[config.mk]
export PLATFORM = sky130hd
export DESIGN_NAME = txdma_status_regs
export DESIGN_NICKNAME = d
export VERILOG_FILES = /design/src/rtl/txdma_regs_pkg.sv /design/src/rtl/dma_base_reg.sv /design/src/rtl/dma_w1c_flags.sv /design/src/rtl/dma_err_capture.sv /design/src/rtl/dma_irq_gen.sv /design/src/rtl/txdma_status_regs.sv
export SDC_FILE = /design/constraint.sdc
export NUM_CORES = 1
export LEC_CHECK = 0
export ABC_AREA = 1
export BUFFER_PORTS_ARGS = -buffer_cell sky130_fd_sc_hd__buf_2
export CORE_ASPECT_RATIO = 0.5
export CORE_UTILIZATION = 54
export CTS_CLUSTER_DIAMETER = 40
export CTS_CLUSTER_SIZE = 10
export DETAILED_ROUTE_END_ITERATION = 12
export GPL_ROUTABILITY_DRIVEN = 0
export PLACE_DENSITY = 0.87
export SYNTH_ARGS = -nofsm -noshare
export SYNTH_HDL_FRONTEND = slang
export SYNTH_HIERARCHICAL = 1
export SYNTH_SLANG_ARGS = --single-unit
[constraint.sdc]
create_clock -name clk -period 3.35 [get_ports clk]
set_input_delay 0.67 -clock clk [delete_from_list [all_inputs] [get_ports clk]]
set_output_delay 0.67 -clock clk [all_outputs]
set_load 0.01 [all_outputs]
[src/rtl/txdma_regs_pkg.sv]
// Package: shared constants, select codes and helpers for the transmit
// DMA status / descriptor-base register slice.
// Assumes a 32-bit register word; address width is a parameter of users.
package txdma_regs_pkg;

    localparam int STS_W     = 17;  // write-1-to-clear flag bits
    localparam int ERR_W     = 3;   // bus-error source code width
    localparam int STATE_W   = 3;   // transmit process state width
    localparam int BW_W      = 2;   // bus width code width
    localparam int FATAL_BIT = 13;  // flag raised by a bus error
    localparam int ERR_LSB   = 23;  // error code position in status word
    localparam int STATE_LSB = 20;  // tx state position in status word
    localparam int CNT_BIT   = 27;  // counter sub-block mirror
    localparam int PM_BIT    = 28;  // power-management mirror
    localparam int TS_BIT    = 29;  // timestamp mirror

    typedef enum logic [1:0] {
        SEL_BASE = 2'd0,
        SEL_STS  = 2'd1,
        SEL_IEN  = 2'd2,
        SEL_NONE = 2'd3
    } reg_sel_e;

    // Low address bits that must read zero for a bus width code.
    function automatic logic [3:0] low_clear(input logic [BW_W-1:0] bw);
        case (bw)
            2'd0:    low_clear = 4'b0011;
            2'd1:    low_clear = 4'b0111;
            default: low_clear = 4'b1111;
        endcase
    endfunction

endpackage

[src/rtl/dma_base_reg.sv]
// Module: descriptor ring base register.
// Accepts a write only while the transmit DMA is stopped, stores it with
// the low bits cleared for the width in force, and presents it masked
// again with the current width. Assumes ADDR_W >= 4.
module dma_base_reg
    import txdma_regs_pkg::*;
#(
    parameter int ADDR_W = 32
) (
    input  logic              clk,
    input  logic              rst_n,
    input  logic              wr,
    input  logic [ADDR_W-1:0] wdata,
    input  logic              tx_run,
    input  logic [BW_W-1:0]   bus_width,
    output logic [ADDR_W-1:0] base
);

    localparam int HI_W = ADDR_W - 4;

    logic [ADDR_W-1:0] keep_mask;
    logic [ADDR_W-1:0] base_q;

    // Purpose: build the keep-mask for the current bus width.
    always_comb begin
        keep_mask = {{HI_W{1'b1}}, ~low_clear(bus_width)};
    end

    // Purpose: hold the base; write only when transmit DMA is stopped.
    always_ff @(posedge clk) begin
        if (!rst_n) begin
            base_q <= '0;
        end else if (wr && !tx_run) begin
            base_q <= wdata & keep_mask;
        end
    end

    assign base = base_q & keep_mask;

endmodule

[src/rtl/dma_w1c_flags.sv]
// Module: bank of write-1-to-clear flags.
// Each bit sets on its event pulse and clears on a clear request; when
// both arrive in one cycle the event wins. Reads have no effect here.
module dma_w1c_flags #(
    parameter int W = 17
) (
    input  logic         clk,
    input  logic         rst_n,
    input  logic [W-1:0] set,
    input  logic [W-1:0] clr,
    output logic [W-1:0] pend
);

    for (genvar i = 0; i < W; i++) begin : g_flag
        // Purpose: one flag, event has priority over software clear.
        always_ff @(posedge clk) begin
            if (!rst_n) begin
                pend[i] <= 1'b0;
            end else if (set[i]) begin
                pend[i] <= 1'b1;
            end else if (clr[i]) begin
                pend[i] <= 1'b0;
            end
        end
    end

endmodule

[src/rtl/dma_err_capture.sv]
// Module: bus-error source capture.
// Latches the source code on each bus-error pulse and keeps it until the
// next one; it has no interrupt path of its own.
module dma_err_capture #(
    parameter int EW = 3
) (
    input  logic          clk,
    input  logic          rst_n,
    input  logic          bus_err,
    input  logic [EW-1:0] src,
    output logic [EW-1:0] code
);

    // Purpose: sticky capture of the last bus-error source.
    always_ff @(posedge clk) begin
        if (!rst_n) begin
            code <= '0;
        end else if (bus_err) begin
            code <= src;
        end
    end

endmodule

[src/rtl/dma_irq_gen.sv]
// Module: masked interrupt generator.
// ORs the enabled pending flags and registers the result for one cycle.
module dma_irq_gen #(
    parameter int W = 17
) (
    input  logic         clk,
    input  logic         rst_n,
    input  logic [W-1:0] pend,
    input  logic [W-1:0] en,
    output logic         irq
);

    logic any_hit;

    // Purpose: detect any enabled pending flag.
    always_comb begin
        any_hit = |(pend & en);
    end

    // Purpose: register the interrupt line.
    always_ff @(posedge clk) begin
        if (!rst_n) begin
            irq <= 1'b0;
        end else begin
            irq <= any_hit;
        end
    end

endmodule

[src/rtl/txdma_status_regs.sv]
// Module: transmit DMA status and descriptor-base register slice (top).
// Decodes the select/write port, holds the interrupt-enable register,
// assembles the status word from flags, captured error code, tx state and
// sub-block mirrors, and drives the registered interrupt.
// Assumes events and bus errors are single-cycle pulses from the DMA.
module txdma_status_regs
    import txdma_regs_pkg::*;
#(
    parameter int ADDR_W = 32
) (
    input  logic               clk,
    input  logic               rst_n,
    input  logic               wr_en,
    input  logic [1:0]         reg_sel,
    input  logic [31:0]        wr_data,
    output logic [31:0]        rd_data,
    input  logic               tx_run,
    input  logic [BW_W-1:0]    bus_width,
    input  logic [STS_W-1:0]   evt_set,
    input  logic               bus_err,
    input  logic [ERR_W-1:0]   bus_err_src,
    input  logic [STATE_W-1:0] tx_state,
    input  logic               ts_irq,
    input  logic               pm_irq,
    input  logic               cnt_irq,
    output logic [ADDR_W-1:0]  desc_base,
    output logic               irq
);

    logic               wr_base;
    logic               wr_sts;
    logic               wr_ien;
    logic [STS_W-1:0]   flag_set;
    logic [STS_W-1:0]   flag_clr;
    logic [STS_W-1:0]   pend;
    logic [STS_W-1:0]   ien_q;
    logic [ERR_W-1:0]   err_code;
    logic [31:0]        sts_word;

    // Purpose: decode the write strobe per register.
    always_comb begin
        wr_base = wr_en && (reg_sel == SEL_BASE);
        wr_sts  = wr_en && (reg_sel == SEL_STS);
        wr_ien  = wr_en && (reg_sel == SEL_IEN);
    end

    // Purpose: merge event pulses and bus error into flag set/clear.
    always_comb begin
        flag_set            = evt_set;
        flag_set[FATAL_BIT] = evt_set[FATAL_BIT] | bus_err;
        flag_clr            = wr_sts ? wr_data[STS_W-1:0] : '0;
    end

    // Purpose: interrupt-enable register, writable at any time.
    always_ff @(posedge clk) begin
        if (!rst_n) begin
            ien_q <= '0;
        end else if (wr_ien) begin
            ien_q <= wr_data[STS_W-1:0];
        end
    end

    dma_base_reg #(.ADDR_W(ADDR_W)) u_base (
        .clk       (clk),
        .rst_n     (rst_n),
        .wr        (wr_base),
        .wdata     (wr_data[ADDR_W-1:0]),
        .tx_run    (tx_run),
        .bus_width (bus_width),
        .base      (desc_base)
    );

    dma_w1c_flags #(.W(STS_W)) u_flags (
        .clk   (clk),
        .rst_n (rst_n),
        .set   (flag_set),
        .clr   (flag_clr),
        .pend  (pend)
    );

    dma_err_capture #(.EW(ERR_W)) u_err (
        .clk     (clk),
        .rst_n   (rst_n),
        .bus_err (bus_err),
        .src     (bus_err_src),
        .code    (err_code)
    );

    dma_irq_gen #(.W(STS_W)) u_irq (
        .clk   (clk),
        .rst_n (rst_n),
        .pend  (pend),
        .en    (ien_q),
        .irq   (irq)
    );

    // Purpose: assemble the status word; unlisted bits stay zero.
    always_comb begin
        sts_word                                = '0;
        sts_word[STS_W-1:0]                     = pend;
        sts_word[STATE_LSB +: STATE_W]          = tx_state;
        sts_word[ERR_LSB +: ERR_W]              = err_code;
        sts_word[CNT_BIT]                       = cnt_irq;
        sts_word[PM_BIT]                        = pm_irq;
        sts_word[TS_BIT]                        = ts_irq;
    end

    // Purpose: combinational read mux with no side effects.
    always_comb begin
        rd_data = '0;
        case (reg_sel)
            SEL_BASE: rd_data[ADDR_W-1:0] = desc_base;
            SEL_STS:  rd_data             = sts_word;
            SEL_IEN:  rd_data[STS_W-1:0]  = ien_q;
            default:  rd_data             = '0;
        endcase
    end

endmodule

==> run metrics <==
post-detail-place hpwl=a little over 6 mm; Site Rows=21; die footprint=roughly 0.0073 mm2; Reg2Reg Depth=6; vias per inst=roughly 4.5; CTS tree=built; actual slew at the worst max-slew pin=around 0.72 ns; crit path DAT=1.86 ns; status=complete, no violations; routed wire length=~8.7 mm; final design instance area without fill=0.004463 mm2; initial antenna violation count=0; clk_lat worst skew=roughly 0.32 ns; WP buf/inv=3; share of cells above drive strength 1=a little under a quarter; Setup crit end kind=output port; Sw Ratio=25.63%; Commonest cells post-synth=205 x nand2_1, 129 x nor2_1, 115 x inv_1, 68 x dfxtp_1, 33 x buf_4; Internal Pwr Total=around 1.5 mW; Die Wd=approximately 120 um; Area Overhead vs Synth=18.39%; combinational share of power=~14%; Max Cap Violations=0; # fillers=roughly 660; Final setup viols=0; Tot GR Track Use=about a quarter; Leak=around 2.6 nW; syn_area_per_cell=around 6.1 um2; R2R Path Start=u_flags/pend[2]; CTS resizes=0; Synth Flop Type=dfxtp_1; Req. time, crit path=~2.7 ns; warnings from Yosys=6; clock power share=roughly two fifths; Fmax=396.0 MHz; Post-route DRC=0; reg2reg setup slack=2.39 ns; R2R Path End=u_irq/irq; Placed Cells=just under 800; Synth top area share=between 30% and 40%; Sw Pwr=slightly above 0.5 mW; Remaining Overflow, GRT=0; I/O pin count=between 100 and 150; H-tree Lvls=3; fin cells=806; total CTS buffers=9; Final Max Tran Viols=0; die height=61.08 um; Area contributors post-synth=dfxtp_1 36%, nand2_1 20%, nor2_1 13%; register area=approximately 0.0014 mm2; cell taking the most area after synthesis=dfxtp_1; skew final=about 0.006 ns; RSZ-0062 raised after global routing=false; area taken by multi-input logic gates=0.001607 mm2; first-pass GRT wire length=13.72 mm; slowest stage delay, CP=~0.58 ns; most common cell in the netlist=nand2_1; Port Buffers=129; ANT cells=0; sequential fraction of the synthesis area=roughly 36%; #FFs+latches synth=around 70; CP cell instances=buf_2 > inv_1 > nor2_4 > nand2_1 > o211ai_1 > buf_2; WP depth=6; initial core utilization=between 50% and 60%; Pwr Density=roughly 450 mW/mm2; final period utilization=around 75%; family with the most delay on the worst path=simple AND/OR/NAND/NOR gates; Post-synth ARST share=0%; worst vdd ir=about 0.00025 V; CP startpoint kind=input port; Pre-Repair DR Iteration Count=4; most frequent cell on the critical path=buf_2; DP Area=approximately 0.0042 mm2; routed len/inst=between 10 and 15 um; antenna-violating nets left=0; Fin. Hold Viols=0; crit path max fanout=27; core area=between 0.006 and 0.007 mm2; Setup Buffers After CTS=0; Hold Path Class=register to register; Cell Area, Synth=0.003770 mm2; Worst-path clk slew=roughly 0.05 ns; number of synthesized flops with an enable pin=0; sequential share of power=~44%; CTS max path bufs=2; vias=3,599; total clock sinks=a little under 70; Iteration-0 DRC Markers=260; Cells after Synth=approximately 620; CTS Hold Bufs=0; Setup TNS=0 ns; Worst Min Path Start=u_err/code[1]; slowest CP cell=nor2_4; hold path depth=2; post-synthesis cell type count=21; PnR Total Power=between 1.5 and 2 mW; Max-slew headroom=51.74%; CTS root buf=clkbuf_16; vias in the first global route=between 3k and 4k; fin crit period=between 2 and 3 ns; largest net degree at the start of global routing=35; Worst Hold Path EP=u_err/code[1]; Setup CP Type=input port to output port; Crit. Startpoint=reg_sel[0]; Final nets=776
-- cells in the final DEF (no fill, tap or decap) --
master     instances
a21oi_1            8
a21oi_2           11
buf_12             1
buf_2            129
buf_4              2
clkbuf_1           4
clkbuf_16          9
clkbuf_8           1
clkinv_2           2
conb_1             2
dfxtp_1           68
inv_1            115
inv_2              1
nand2_1          205
nand2_2            2
nand3_1            1
nand3_4            1
nor2_1           129
nor2_2             2
nor2_4             2
nor3_1             1
o211ai_1          17
or2_2              1
-- worst min-delay path, stage by stage, from the launching register on --
cell and delay [ns]:
dfxtp_1 0.31, nor2_1 0.08, nor2_1 0.05
-- worst max path at each step --
stage                  endpoint  slack (ns)
floorplan            rd_data[0]        1.31
CTS                  rd_data[1]        0.82
finish               rd_data[1]        0.82
global route         rd_data[0]        0.69
detailed placement   rd_data[1]        0.82
global placement    rd_data[14]        0.90
-- flip-flops by register name (all words and copies together), names as in the netlist --
signal         flops
ien_q             17
u_err/code         3
u_irq/irq          1
u_flags/pend      17
u_base/base_q     30
-- stage by stage --
stage / setup WS [ns] / hold WS [ns] / util, %
finish: 0.8245 / 0.4748 / 66.35
global route: 0.6896 / 0.4958 / 66.35
CTS: 0.8152 / 0.4741 / 66.35
detailed placement: 0.8154 / 0.4661 / 62.43
global placement: 0.8956 / 0.4603 / 62.43
floorplan: 1.307 / 0.4487 / -
-- power by group through the flow --
stage | clock network (mW) | logic [mW] | registers [mW]
after floorplan | 0 | 0.191 | 0.888
after detailed placement | 0 | 0.273 | 0.897
after global routing | 0.888 | 0.312 | 0.886
final | 0.836 | 0.274 | 0.881
after CTS | 0.853 | 0.275 | 0.881
after global placement | 0 | 0.267 | 0.896
-- per-layer routing --
layer  global-route usage (%)  share of wire, %  vias to the layer above
met5                        0                 0                        -
met4                    12.14              0.71                        0
met3                    6.296               6.0                        6
met2                    44.33                49                      104
met1                    28.19                44                     1552
li1                         -                 -                     1937
-- area by class of cell --
class                      instances  share of cell area (%)
inverter                         116                   9.756
tap                               92                   2.579
clock inverter                     2                  0.2243
clock buffer                      14                   5.691
timing repair buffer             132                   15.25
multi-input combinational        382                   36.00
sequential                        68                   30.50
-- cell families (layout without fill, tap and decap cells) --
family / after synthesis / in the layout / share of synthesized area [%]
simple gates: 344 / 344 / 35.41
compound gates: 36 / 36 / 7.003
other cells: 1 / 2 / 0.09947
buf+inv: 167 / 264 / 21.37
flops: 68 / 68 / 36.11
(Power assumes the default switching activity.)
